$ cat config.mk
export PLATFORM = sky130hd
export DESIGN_NAME = bit_addr_latch
export DESIGN_NICKNAME = d
export VERILOG_FILES = /design/src/rtl/bit_addr_latch_pkg.sv /design/src/rtl/bit_addr_latch_ctrl.sv /design/src/rtl/bit_addr_latch_dp.sv /design/src/rtl/bit_addr_latch.sv
export SDC_FILE = /design/constraint.sdc
export NUM_CORES = 1
export LEC_CHECK = 0
export CORE_AREA = 2 2 39 41
export DETAILED_ROUTE_END_ITERATION = 12
export DIE_AREA = 0 0 41 43
export DONT_BUFFER_PORTS = 1
export PLACE_DENSITY = 0.46
export SYNTH_ARGS = -nofsm -noshare
export SYNTH_HDL_FRONTEND = slang
export SYNTH_SLANG_ARGS = --single-unit
$ cat constraint.sdc
create_clock -name clk -period 0.9 [get_ports clk]
set_input_delay 0.135 -clock clk [delete_from_list [all_inputs] [get_ports clk]]
set_output_delay 0.135 -clock clk [all_outputs]
set_load 0.005 [all_outputs]
$ cat src/rtl/bit_addr_latch_pkg.sv
package bit_addr_latch_pkg;

  // Operating mode chosen by the two active-low controls
  typedef enum logic [1:0] {
    MODE_DECODE = 2'b00,  // clear low, enable low
    MODE_CLEAR  = 2'b01,  // clear low, enable high
    MODE_WRITE  = 2'b10,  // clear high, enable low
    MODE_HOLD   = 2'b11   // clear high, enable high
  } latchMode_t;

  // Strobes from control to datapath; all low means hold
  typedef struct packed {
    logic clearAll;
    logic decodeLoad;
    logic bitWrite;
  } latchStrobes_t;

endpackage

$ cat src/rtl/bit_addr_latch_ctrl.sv
module bit_addr_latch_ctrl
  import bit_addr_latch_pkg::*;
(
  input  logic          clrN,
  input  logic          enN,
  output latchStrobes_t strb
);

  latchMode_t mode;

  assign mode = latchMode_t'({clrN, enN});

  always_comb begin
    strb = '0;
    unique case (mode)
      MODE_CLEAR:  strb.clearAll   = 1'b1;
      MODE_DECODE: strb.decodeLoad = 1'b1;
      MODE_WRITE:  strb.bitWrite   = 1'b1;
      MODE_HOLD:   strb           = '0;
      default:     strb           = '0;
    endcase
  end

endmodule

$ cat src/rtl/bit_addr_latch_dp.sv
module bit_addr_latch_dp
  import bit_addr_latch_pkg::*;
#(
  parameter int WIDTH = 8,
  parameter int SEL_W = 3
) (
  input  logic             clk,
  input  latchStrobes_t    strb,
  input  logic             dIn,
  input  logic [SEL_W-1:0] sel,
  output logic [WIDTH-1:0] q
);

  logic [WIDTH-1:0] store;
  logic [WIDTH-1:0] nextStore;
  logic [WIDTH-1:0] hit;

  // One next-state slice per cell
  for (genvar k = 0; k < WIDTH; k++) begin : gCell
    assign hit[k] = (sel == SEL_W'(k));

    always_comb begin
      if (strb.clearAll) begin
        nextStore[k] = 1'b0;
      end else if (strb.decodeLoad) begin
        nextStore[k] = hit[k] & dIn;
      end else if (strb.bitWrite && hit[k]) begin
        nextStore[k] = dIn;
      end else begin
        nextStore[k] = store[k];
      end
    end
  end

  always_ff @(posedge clk) begin
    store <= nextStore;
  end

  assign q = store;

endmodule

$ cat src/rtl/bit_addr_latch.sv
module bit_addr_latch
  import bit_addr_latch_pkg::*;
#(
  parameter int WIDTH = 8,
  parameter int SEL_W = (WIDTH > 1) ? $clog2(WIDTH) : 1
) (
  input  logic             clk,
  input  logic             clrN,
  input  logic             enN,
  input  logic             dIn,
  input  logic [SEL_W-1:0] sel,
  output logic [WIDTH-1:0] q
);

  latchStrobes_t strb;

  bit_addr_latch_ctrl uCtrl (
    .clrN (clrN),
    .enN  (enN),
    .strb (strb)
  );

  bit_addr_latch_dp #(
    .WIDTH (WIDTH),
    .SEL_W (SEL_W)
  ) uDp (
    .clk  (clk),
    .strb (strb),
    .dIn  (dIn),
    .sel  (sel),
    .q    (q)
  );

endmodule

# Word level (Yosys, flattened, before mapping)
# Index checks and enable logic that the tools add are counted.
[classes]
n_reduce_logical = 18
mux = 19
n_bitwise = 8
n_eq_ne = 9
[op_table]
columns = ["operator", "n"]
rows = [
  ["$mux 1", 19],
  ["$reduce_bool 2->1", 8],
  ["$eq 3x3->1 const B", 4],
  ["$and 1x1->1", 8],
  ["$logic_and 1x1->1", 8],
  ["$eq 3x2->1 const B", 2],
  ["$eq 3x1->1 const B", 1],
  ["$logic_not 3->1", 1],
  ["$eq 2x1->1 const B", 1],
  ["$eq 2x2->1 const B", 1],
  ["$logic_not 2->1", 1],
]
[totals]
out_inout_bits = 8
wordCells = 62
input_bits = 7
reg_bits = 8

# Logic depth before layout (Yosys ltp)
[depth]
word_depth = 5
ltp_mapped = 3

# Cells and area by module
# Synthesis repeated with hierarchy kept, for this count alone.
[unflattened]
hier_cells = 40
hier_area_um2 = 384.1
[modules_own_cells]
columns = ["mod", "area_per_inst_um2", "n_inst", "cells_per_inst"]
rows = [
  ["bit_addr_latch_dp", 365.4, 1, 37],
  ["bit_addr_latch_ctrl", 18.8, 1, 3],
]

# Least setup slack after synthesis
# Ideal clock, no wire load.
[synth_path]
path_kind = "in2reg"
start = "input port sel[1]"
end = "register uDp.store[1] (netlist: uDp.q[1])"
setup_ns = 0.072
stages = 2
path_buffers = 0
setup_slack_ns = 0.159
arrival_time_ns = 0.669
required_time_ns = 0.828
path_cell_list = "nor4b_1 -> mux2i_1"
[synth_via]
elab_chain_len = 3
[synth_lines]
columns = ["element", "line", "rtl"]
rows = [
  ["start, declared", "bit_addr_latch.sv:11", "input logic [SEL_W-1:0] sel,"],
  ["$eq 3x1->1 (*)", "bit_addr_latch_dp.sv:20", "assign hit[k] = (sel == SEL_W'(k));"],
  ["$and 1x1->1 or $logic_and 1x1->1 (tied branches)", "bit_addr_latch_dp.sv:26, bit_addr_latch_dp.sv:27", ""],
  ["$mux 1 or $reduce_bool 2->1 (tied branches)", "-", ""],
  ["end signal, assigned", "bit_addr_latch_dp.sv:36", "store <= nextStore;"],
  ["end, declared", "bit_addr_latch_dp.sv:14", "logic [WIDTH-1:0] store;"],
]
# Every way passes the cells marked *; elsewhere a longest branch is shown, timed or not.
# A chain may end at the register's enable or synchronous reset.

# Final worst setup path
[layout_path]
start = "register uDp.store[2] (netlist: uDp.q[2])"
end = "output port q[2]"
[layout_rtl]
columns = ["element", "line", "rtl"]
rows = [
  ["end, declared", "bit_addr_latch.sv:12", "output logic [WIDTH-1:0] q"],
]
# No word-level cell between the ends.

==> impl_results.md <==
* Status: finished clean
* Critical hold path startpoint: clrN
* Post-synth top area share at 44.9%
* Initial antenna violation count at 0
* Yosys top cell by area: dfxtp_1
* Vias per cell at 5.08
* Peak VDD IR at 407 uV
* Die height at 43 um
* Layout area overhead at 10.9%
* Setup Fix Bufs, Post-CTS at 0
* Worst Hold Path EP: uDp.q[4]
* Std-Cell Rows at 14
* Global-route wire length before repair at 993 um
* Met2 usage at 11.3%
* Reg-to-reg startpoint: uDp.q[1]
* Tot GR Track Use at 9.64%
* Worst hold slack at 0.0251 ns
* Hold Vio Cnt, Final at 0
* Worst slew pin tran at 0.352 ns
* Ant diodes at 0
* Cell variety after synth at 10
* Number of routed nets with antenna violations at 0
* Cell Pwr Density at 1740 mW/mm^2
* Setup Viol. Count Final at 0
* Met1 Usage GRT at 10.6%
* Core box area at 0.00138 mm^2
* Setup TNS at 0 ns
* Max frequency at 1340 MHz
* Synth area leaders: dfxtp_1 45%, mux2i_1 22%, nand2_1 8.4%
* Pre-CTS setup slack at 0.0797 ns
* CTS tree: built
* CTS Sinks at 8
* Fin crit share at 82.8%
* Syn Std Cell Area at 357 um^2
* Placer Congestion at 0.575
* # hold bufs at CTS at 0
* DRT Pass-1 Iters at 1
* Area of the die at 0.00176 mm^2
* RSZ-0062 raised after global routing: no
* Post-synthesis cell count at 34
* DRT iter0 DRCs at 0
* Crit path time final at 0.745 ns
* DR DRC count at 0
* Via count at 264
* Largest net degree at the start of global routing at 9
* Post_cts resized at 0
* Critical Path Source Type: flop
* Worst hold path type: in2reg
* Final net count at 45
* Share of post-route cells with drive strength above 1 at 13.9%
* Fin. max-slew vios at 0
* Hpwl dp at 538 um
* Reg2reg setup slack at 0.29 ns
* Register bit total from synthesis at 8
* Max Buffers Root-to-Sink at 2
* Synth warnings at 0
* Root buf cell: clkbuf_4
* WL final at 716 um
* Slew margin rel. at 76.2%
* Layer with the highest usage: met4
* Setup Skew at 0 ns
* Max FFs per register at 8
* Clock-pin slew on the worst setup and hold paths at 0.05 ns
* Max Cap Viol at 0
* Crit path max fanout at 2
* Remaining Overflow, GRT at 0
* Placement Cell Area at 373 um^2
* Vias in the first global route at 236
* CTS H-tree lvls at 1
* Final setup margin at 0.155 ns
* GRT met3 Usage at 4.71%
* Reg2reg end: uDp.q[1]
* CTS buffer count at 3
* Syn nets at 41
* Starting density of the core at 25.8%
* Lkg Pwr at 0.137 nW
* Die Wd at 41 um
* Drt wl/cell at 13.8 um
* I/O pins at 15
* PortBufs at 0
* Hold Path Depth at 2
* Critical path required time at 0.76 ns
* Critical Path AT at 0.61 ns
* Crit path capture type: output port
* Sequential fraction of the synthesis area at 44.9%
* Fin area at 395 um^2
* Later-pin clock latency in the skew report at 0.25 ns
* Syn Area/Cell at 10.5 um^2
* R2R cell count at 2
* Most frequent cells in the layout: 8 x nand2_1, 8 x mux2i_1, 8 x dfxtp_1
* WS Path Type: reg2out
layer usage:
| layer | share of wire (%) | routed length, um | vias to the layer above |
|---|---|---|---|
| met1 | 47 | 334 | 116 |
| met5 | 0 | 0 | - |
| met4 | 4.9 | 35 | 0 |
| met2 | 40 | 287 | 12 |
| li1 | - | - | 131 |
| met3 | 8.2 | 59 | 5 |
kinds of logic (layout without fill, tap and decap cells):
logic type             count (synthesis)  in the layout  synth area share (%)
flip-flops                             8              8                  44.9
buffers and inverters                  2              4                  2.10
AND/OR/NAND/NOR                       16             16                  30.5
multiplexers                           8              8                  22.5
worst max path at each step:
stage | startpoint | to | slack, ns | cells past startpoint
6_report | uDp.q[2] | q[2] | 0.15 | 0
5_1_grt | uDp.q[7] | q[7] | 0.12 | 0
4_1_cts | uDp.q[2] | q[2] | 0.14 | 0
3_5_place_dp | sel[1] | uDp.q[1] | 0.08 | 2
3_3_place_gp | sel[1] | uDp.q[1] | 0.06 | 2
2_1_floorplan | sel[1] | uDp.q[1] | 0.16 | 2
Yosys cell counts:
master,count
nand4b_1,1
nor4_1,1
and4bb_1,1
mux2i_1,8
nand2_1,8
inv_1,1
dfxtp_1,8
nor4b_1,3
and4bb_2,2
clkbuf_1,1
final cells by class:
type,count,area (um^2)
Sequential cell,8,160
Clock buffer,3,22.5
Inverter,1,3.75
Tap cell,16,20.0
Fill cell,153,988
Multi-Input combinational cell,24,189
metrics by stage:
step	std cells	utilization (%)	power, mW
3_5_place_dp	49	26.9	0.421
3_3_place_gp	49	26.9	0.420
5_1_grt	52	28.6	0.723
2_1_floorplan	34	-	0.418
6_report	52	28.6	0.689
4_1_cts	52	28.6	0.697
report_power, final:
part / switching (mW) / internal, mW / leakage [nW] / total (mW)
registers: 0.00968 / 0.368 / 0.0651 / 0.377
logic: 0.0136 / 0.0207 / 0.0585 / 0.0343
clock network: 0.124 / 0.153 / 0.0138 / 0.277
No activity file was read; power rests on OpenSTA's default activity.
